### src/rtl/exc_pkg.sv
package exc_pkg;
  typedef enum logic [3:0] {
    FK_INTERRUPT = 4'd0,
    FK_ADDR_ERR  = 4'd1,
    FK_TLB_REFILL= 4'd2,
    FK_TLB_INVAL = 4'd3,
    FK_TLB_MOD   = 4'd4,
    FK_SYSCALL   = 4'd5,
    FK_BREAK     = 4'd6,
    FK_RESV_INSN = 4'd7,
    FK_COP_UNUSE = 4'd8,
    FK_OVERFLOW  = 4'd9,
    FK_TRAP      = 4'd10
  } fault_kind_e;

  localparam int CODE_W = 5;
  localparam logic [CODE_W-1:0] EC_INT  = 5'd0;
  localparam logic [CODE_W-1:0] EC_MOD  = 5'd1;
  localparam logic [CODE_W-1:0] EC_TLBL = 5'd2;
  localparam logic [CODE_W-1:0] EC_TLBS = 5'd3;
  localparam logic [CODE_W-1:0] EC_ADEL = 5'd4;
  localparam logic [CODE_W-1:0] EC_ADES = 5'd5;
  localparam logic [CODE_W-1:0] EC_SYS  = 5'd8;
  localparam logic [CODE_W-1:0] EC_BP   = 5'd9;
  localparam logic [CODE_W-1:0] EC_RI   = 5'd10;
  localparam logic [CODE_W-1:0] EC_CPU  = 5'd11;
  localparam logic [CODE_W-1:0] EC_OV   = 5'd12;
  localparam logic [CODE_W-1:0] EC_TR   = 5'd13;
endpackage

### src/rtl/exc_code_map.sv
module exc_code_map
  import exc_pkg::*;
(
  input  logic [3:0]        kind,
  input  logic              store,
  output logic [CODE_W-1:0] code,
  output logic              uses_addr,
  output logic              is_tlb,
  output logic              is_cop
);
  always_comb begin
    uses_addr = 1'b0;
    is_tlb    = 1'b0;
    is_cop    = 1'b0;
    unique case (kind)
      FK_INTERRUPT: code = EC_INT;
      FK_ADDR_ERR: begin
        code      = store ? EC_ADES : EC_ADEL;
        uses_addr = 1'b1;
      end
      FK_TLB_REFILL, FK_TLB_INVAL: begin
        code      = store ? EC_TLBS : EC_TLBL;
        uses_addr = 1'b1;
        is_tlb    = 1'b1;
      end
      FK_TLB_MOD: begin
        code      = EC_MOD;
        uses_addr = 1'b1;
        is_tlb    = 1'b1;
      end
      FK_SYSCALL:   code = EC_SYS;
      FK_BREAK:     code = EC_BP;
      FK_COP_UNUSE: begin
        code   = EC_CPU;
        is_cop = 1'b1;
      end
      FK_OVERFLOW:  code = EC_OV;
      FK_TRAP:      code = EC_TR;
      default:      code = EC_RI;
    endcase
  end
endmodule

### src/rtl/exc_vector_calc.sv
module exc_vector_calc
  import exc_pkg::*;
#(
  parameter int                XLEN      = 32,
  parameter logic [XLEN-1:0]   BOOT_BASE = 32'hBFC0_0200,
  parameter logic [XLEN-1:0]   OFS_GEN   = 'h180,
  parameter logic [XLEN-1:0]   OFS_VINT  = 'h200,
  parameter logic [XLEN-1:0]   OFS_REFL  = 'h000
) (
  input  logic [3:0]      kind,
  input  logic            bev,
  input  logic            iv,
  input  logic            exl,
  input  logic [XLEN-1:0] ebase,
  output logic [XLEN-1:0] vector
);
  logic [XLEN-1:0] base_sel;
  logic [XLEN-1:0] ofs_sel;

  always_comb begin
    base_sel = bev ? BOOT_BASE : ebase;
    if (kind == FK_INTERRUPT)
      ofs_sel = iv ? OFS_VINT : OFS_GEN;
    else if (kind == FK_TLB_REFILL)
      ofs_sel = exl ? OFS_GEN : OFS_REFL;
    else
      ofs_sel = OFS_GEN;
    vector = base_sel + ofs_sel;
  end
endmodule

### src/rtl/exc_entry_unit.sv
module exc_entry_unit
  import exc_pkg::*;
#(
  parameter int XLEN   = 32,
  parameter int ASID_W = 8,
  parameter int VPN_W  = 19,
  parameter int COP_W  = 2,
  localparam int VPN2_W = VPN_W - 2
) (
  input  logic              clk,
  input  logic              rst,
  input  logic              fault_valid,
  input  logic [3:0]        fault_kind,
  input  logic [XLEN-1:0]   fault_vaddr,
  input  logic              fault_store,
  input  logic [ASID_W-1:0] fault_asid,
  input  logic [VPN_W-1:0]  fault_vpn,
  input  logic [XLEN-1:0]   fault_pc,
  input  logic [COP_W-1:0]  fault_cop,
  input  logic              st_bev,
  input  logic              st_exl,
  input  logic              cause_iv,
  input  logic [XLEN-1:0]   ebase,
  output logic              redirect_valid,
  output logic [XLEN-1:0]   redirect_pc,
  output logic              exl_set,
  output logic [4:0]        cause_exc,
  output logic [COP_W-1:0]  cause_ce,
  output logic              ce_wr,
  output logic [XLEN-1:0]   epc_q,
  output logic              epc_wr,
  output logic [XLEN-1:0]   badvaddr_q,
  output logic              bad_wr,
  output logic [ASID_W-1:0] eh_asid,
  output logic [VPN2_W-1:0] eh_vpn2,
  output logic [1:0]        eh_vpn2x,
  output logic [VPN2_W-1:0] ctx_badvpn2,
  output logic              tlb_wr
);
  logic [CODE_W-1:0] code_d;
  logic              uses_addr, is_tlb, is_cop;
  logic [XLEN-1:0]   vector_d;

  exc_code_map u_code (
    .kind      (fault_kind),
    .store     (fault_store),
    .code      (code_d),
    .uses_addr (uses_addr),
    .is_tlb    (is_tlb),
    .is_cop    (is_cop)
  );

  exc_vector_calc #(.XLEN(XLEN)) u_vec (
    .kind   (fault_kind),
    .bev    (st_bev),
    .iv     (cause_iv),
    .exl    (st_exl),
    .ebase  (ebase),
    .vector (vector_d)
  );

  // Strobes: one-cycle pulses, qualified by the request
  always_ff @(posedge clk) begin
    if (rst) begin
      redirect_valid <= 1'b0;
      exl_set        <= 1'b0;
      epc_wr         <= 1'b0;
      bad_wr         <= 1'b0;
      tlb_wr         <= 1'b0;
      ce_wr          <= 1'b0;
    end else begin
      redirect_valid <= fault_valid;
      exl_set        <= fault_valid;
      epc_wr         <= fault_valid && !st_exl;
      bad_wr         <= fault_valid && uses_addr;
      tlb_wr         <= fault_valid && is_tlb;
      ce_wr          <= fault_valid && is_cop;
    end
  end

  // Held field values
  always_ff @(posedge clk) begin
    if (rst) begin
      redirect_pc <= '0;
      cause_exc   <= '0;
      cause_ce    <= '0;
      epc_q       <= '0;
      badvaddr_q  <= '0;
      eh_asid     <= '0;
      eh_vpn2     <= '0;
      eh_vpn2x    <= '0;
      ctx_badvpn2 <= '0;
    end else if (fault_valid) begin
      redirect_pc <= vector_d;
      cause_exc   <= code_d;
      if (is_cop)    cause_ce   <= fault_cop;
      if (!st_exl)   epc_q      <= fault_pc;
      if (uses_addr) badvaddr_q <= fault_vaddr;
      if (is_tlb) begin
        eh_asid     <= fault_asid;
        eh_vpn2     <= fault_vpn[VPN_W-1:2];
        eh_vpn2x    <= fault_vpn[1:0];
        ctx_badvpn2 <= fault_vpn[VPN_W-1:2];
      end
    end
  end
endmodule

### config.mk
export PLATFORM = sky130hd
export DESIGN_NAME = exc_entry_unit
export DESIGN_NICKNAME = d
export VERILOG_FILES = /design/src/rtl/exc_pkg.sv /design/src/rtl/exc_code_map.sv /design/src/rtl/exc_vector_calc.sv /design/src/rtl/exc_entry_unit.sv
export SDC_FILE = /design/constraint.sdc
export NUM_CORES = 1
export LEC_CHECK = 0
export ABC_AREA = 0
export BUFFER_PORTS_ARGS = -buffer_cell sky130_fd_sc_hd__buf_4
export CAP_MARGIN = 20
export CORE_MARGIN = 2
export CORE_UTILIZATION = 45
export DETAILED_ROUTE_END_ITERATION = 10
export MAX_ROUTING_LAYER = met4
export PLACE_DENSITY = 0.82
export SLEW_MARGIN = 10
export SYNTH_ARGS = -nofsm -noshare
export SYNTH_HDL_FRONTEND = slang
export SYNTH_SLANG_ARGS = --single-unit
### constraint.sdc
create_clock -name clk -period 2.76 [get_ports clk]
set_input_delay 0.276 -clock clk [delete_from_list [all_inputs] [get_ports clk]]
set_output_delay 0.276 -clock clk [all_outputs]
set_load 0.005 [all_outputs]
After elaboration in Yosys (flattened, before gate mapping)
Cells that the tools add are included.
- add/subtract/negate cells: 1
- multipliers: 0
- div/mod/pow operators: 0
- $lt $le $gt $ge: 0
- equality and inequality tests: 9
- shift-type cells: 0
- multiplexer cells: 11
- bitwise logic cells: 1
- reduce and logical (&&, ||, !) cells: 13
- operators by type and width (cell ; count):
    $mux W32 ; 3
    $pmux W5 S9 ; 1
    $add A32 B32 Y32 ; 1
    $eq A4 B3 Y1 const B ; 3
    $eq A4 B4 Y1 const B ; 3
    $mux W10 ; 1
    $mux W9 ; 1
    $eq A4 B2 Y1 const B ; 2
    $reduce_and A2 Y1 ; 4
    $mux W1 ; 5
    $eq A4 B1 Y1 const B ; 1
    $logic_and A1 B1 Y1 ; 4
    $logic_not A4 Y1 ; 1
    $reduce_or A4 Y1 ; 1
    $reduce_or A3 Y1 ; 1
    $reduce_or A2 Y1 ; 1
    $logic_not A1 Y1 ; 1
    $not A1 Y1 ; 1
- register bits: 135
- bits in latches: 0
- memory bits (writable): 0
- ROM bits: 0
- input port bits: 136
- memories: 0

Longest topological paths before layout
- word-level depth: 4
- gate-level depth with buffers: 10
- depth with buffers taken out: 9

Modules after synthesis
A second synthesis with hierarchy kept.
- cells, all modules: 729
- area total of the unflattened synthesis: 6999.2 µm²
- by module, submodules not included (module ; instances ; cells each ; area an instance (µm²) ; seq. area each (µm²)):
    exc_entry_unit ; 1 ; 573 ; 5933.2 ; 2702.6
    exc_vector_calc ; 1 ; 134 ; 897.1 ; 0.0
    exc_code_map ; 1 ; 22 ; 168.9 ; 0.0

Worst setup path before layout
Ideal clock, no wire load.
- path type: in2reg
- start point: in st_bev
- end point: reg redirect_pc[21]
- arrival: 2.370 ns
- required time: 2.672 ns
- path slack: 0.302 ns
- cell stages on the path: 9
- cells stage by stage: clkbuf_1 -> clkbuf_1 -> or2_2 -> ha_1 -> inv_1 -> a311oi_4 -> o211ai_4 -> or3_1 -> a311oi_2
- cells in the longest elaborated chain, start to end: 2
- RTL lines (element ; line ; source):
    start, declared ; exc_entry_unit.sv:20 ; input logic st_bev,
    $mux W32 ; exc_vector_calc.sv:21 ; base_sel = bev ? BOOT_BASE : ebase;
    $add A32 B32 Y32 ; exc_vector_calc.sv:28 ; vector = base_sel + ofs_sel;
    end signal, assigned ; exc_entry_unit.sv:94 ; redirect_pc <= vector_d;
    end, declared ; exc_entry_unit.sv:25 ; output logic [XLEN-1:0] redirect_pc,
Every way passes these cells.
A chain may end at the register's enable or synchronous reset.

Worst setup path in the final report
- start point: in st_bev
- end point: reg redirect_pc[16]
Same word-level chain as after synthesis.

==> flow_summary.yaml <==
status:
  outcome: "completed"
clock_network:
  clock_latency_ns: 0.41
  cts_resized: 0
  clock_sinks: 134
  cts_tree: "yes"
  cts_setup_buffers: 0
  cts_hold_buf: 0
  cts_max_level: 4
  cts_inserted_buffers: 17
  clock-root-buffer: "clkbuf_16"
  cts.clk_slew.worst_paths_ns: 0.06
  clock_path_buffers: 2
detailed_routing:
  first_pass_iters: 5
  drc: 0
  vias: 5689
  antenna_left: 0
  routed_via_density: 5.012
  drtIter0Drc: 392
  wl_um: 17010
  routedWlPerCell_um: 14.98
floorplan:
  core-area_um2: 12060
  dieArea_um2: 13350
  ios: 289
  num_rows: 40
  fp.dieW_um: 115.5
  start_util_pct: 46.41
  die_h_um: 115.5
grt:
  grt_pass1_vias: 5334
  antenna_found_initial: 0
  grt_usage_pct: 25.78
  grt_max_degree: 68
  overflow: 0
  grt_pass1_wl_um: 26120
synth:
  synthCells: 703
  synthArstFlopShare_pct: 0
  ys_warn_count: 0
  yosysSeqAreaShare_pct: 47.92
  syn_avg_cell_area_um2: 7.963
  synth_seq_cells: 134
  synth-edff-count: 0
  synth_cell_types: 60
  synth_top_area_share_pct: 47.92
  synth_nets: 841
  synth_top_area_cell: "dfxtp_1"
  yosys-top-cells-area: "dfxtp_1, nand2_1, a21oi_1"
  syn-cell-area_um2: 5598
  ys.flop_type: "dfxtp_1"
sta:
  hold_violations: 0
  tightest_slew_ns: 0.8722
  hold_slack_ns: 0.05790
  setup_violations: 0
  finalCritPeriodShare_pct: 72.36
  slew_headroom_pct: 41.64
  tns_ns: 0
  finClkSkew_ns: 0
  finalCriticalPeriod_ns: 1.997
  max_freq_mhz: 500.7
  setup_slack_ns: 0.7629
  slew_violations: 0
  grt_setup_unrepaired: "false"
critical_path:
  worstPathArrival_ns: 2.32
  cp_max_fo: 14
  crit_type: "in -> reg"
  critPathLaunchType: "input port"
  startpoint: "st_bev"
  regToRegEndpoint: "redirect_pc[31]"
  cp.required_ns: 3.09
  crit_end: "redirect_pc[16]"
  ff2ff_setup_slack_ns: 1.95
  worstRegToRegCells: 2
  worst_r2r_startpoint: "redirect_pc[31]"
  endpoint_kind: "flip-flop"
layout:
  syn2layout_area_growth_pct: 49.66
  drive_gt1_share_pct: 35.88
  nets: 1092
  layout.cells.non_filler: 1135
  n_antenna_cell: 0
power:
  vdd_drop_max_uv: 433.6
  power.leakage_nw: 3.681
  power.share.switching_pct: 22.65
  p_int_w: 0.004028
  combPwrFrac_pct: 12.0
  pwr-share-clk_pct: 48.3
  p_per_area_nw_per_um2: 621.5
  power_frac_seq_pct: 39.7
  power.switching_w: 0.001179
place:
  place_hpwl_um: 12340
  dp_worst_setup_slack_ns: 0.3749
  port_buffers: 287
  globalplace.congestion: 0.8851
  dp.cells: 1103
run:
  cap_violations: 0
hold_path:
  min_path_type: "in -> reg"
[power groups by stage]
| stage | combinational (W) | clock, W | sequential [W] |
|---|---|---|---|
| after global routing | 0.000689 | 0.00264 | 0.00208 |
| after CTS | 0.000630 | 0.00254 | 0.00207 |
| after global placement | 0.000617 | 0 | 0.00211 |
| final | 0.000626 | 0.00251 | 0.00207 |
| after floorplan | 0.000264 | 0 | 0.00211 |
| after detailed placement | 0.000626 | 0 | 0.00211 |
[Yosys cell counts (all sizes together), types with 8 or more instances]
library cell,number
nand2,205
dfxtp,134
a21oi,104
nor2,44
clkbuf,33
buf,31
o21ai,18
nor2b,14
nand2b,13
xnor2,13
nor3,11
nand3,8
[worst min-delay path by stage]
stage                    startpoint  depth (start not counted)  slack [ns]               to
detailed placement  redirect_pc[19]                          2        0.44  redirect_pc[19]
global route                 st_exl                          2        0.06           epc_wr
CTS                          st_exl                          2        0.06           epc_wr
finish                       st_exl                          2        0.06           epc_wr
global placement    redirect_pc[29]                          2        0.44  redirect_pc[29]
floorplan                    st_exl                          1        0.35           epc_wr
[critical path, cell delays in order]
cell and delay [ns]:
buf_4 0.17, or2_2 0.30, ha_1 0.31, o21ai_0 0.12, a31oi_2 0.33, o21a_1 0.33
nand2_1 0.11, xnor2_1 0.14, a211oi_1 0.23
[layout by cell type, fill, tap and decap left out, types with 7 or more instances in the layout]
master	synthesis	layout
dfxtp_1	134	134
nor3_1	9	9
nand3_1	8	8
xnor2_1	13	13
nand2_1	204	204
nor2_1	43	42
nor2b_1	14	13
clkbuf_16	0	17
o21ai_1	13	13
buf_4	19	296
a21oi_1	104	104
mux2i_1	7	7
nand2b_1	13	13
[per-layer routing]
layer | share of wire, % | track usage, %
met1 | 39 | 29.25
met2 | 50 | 42.30
met3 | 9.2 | 8.577
met5 | 0 | -
met4 | 2.4 | 9.639
[stage by stage]
stage / instance area (µm²) / power, W / util [%]
2_1_floorplan: 5598 / 0.002376 / -
3_3_place_gp: 7714 / 0.002723 / 63.95
3_5_place_dp: 7714 / 0.002735 / 63.95
4_1_cts: 8378 / 0.005240 / 69.46
5_1_grt: 8378 / 0.005406 / 69.46
6_report: 8378 / 0.005207 / 69.46
[logic make-up after synthesis]
group,Yosys count,share of synthesized area [%]
and+or+nand+nor,317,24.70
xor gates and xnor gates,19,2.973
AOI/OAI and AO/OA,151,16.09
adders and majority gates,2,0.4470
buffers and inverters,70,6.147
muxes,9,1.654
DFF,134,47.92
other,1,0.06699
[registers in the layout, summed over array words and instances, names as in the netlist, 2 cells and up]
| signal | count |
|---|---|
| badvaddr_q | 32 |
| epc_q | 32 |
| redirect_pc | 32 |
| ctx_badvpn2 | 17 |
| eh_asid | 8 |
| cause_exc | 4 |
| cause_ce | 2 |
| eh_vpn2x | 2 |
[layout make-up]
type | count | area (µm²)
clock buffers | 20 | 466.7
clock inverters | 12 | 197.7
fillers | 1031 | 3684
inverters | 6 | 22.52
multi-input cells | 499 | 2576
flip-flops and latches | 134 | 2683
well taps | 168 | 210.2
repair buffers | 296 | 2222
Power figures use the tool's default switching activity.
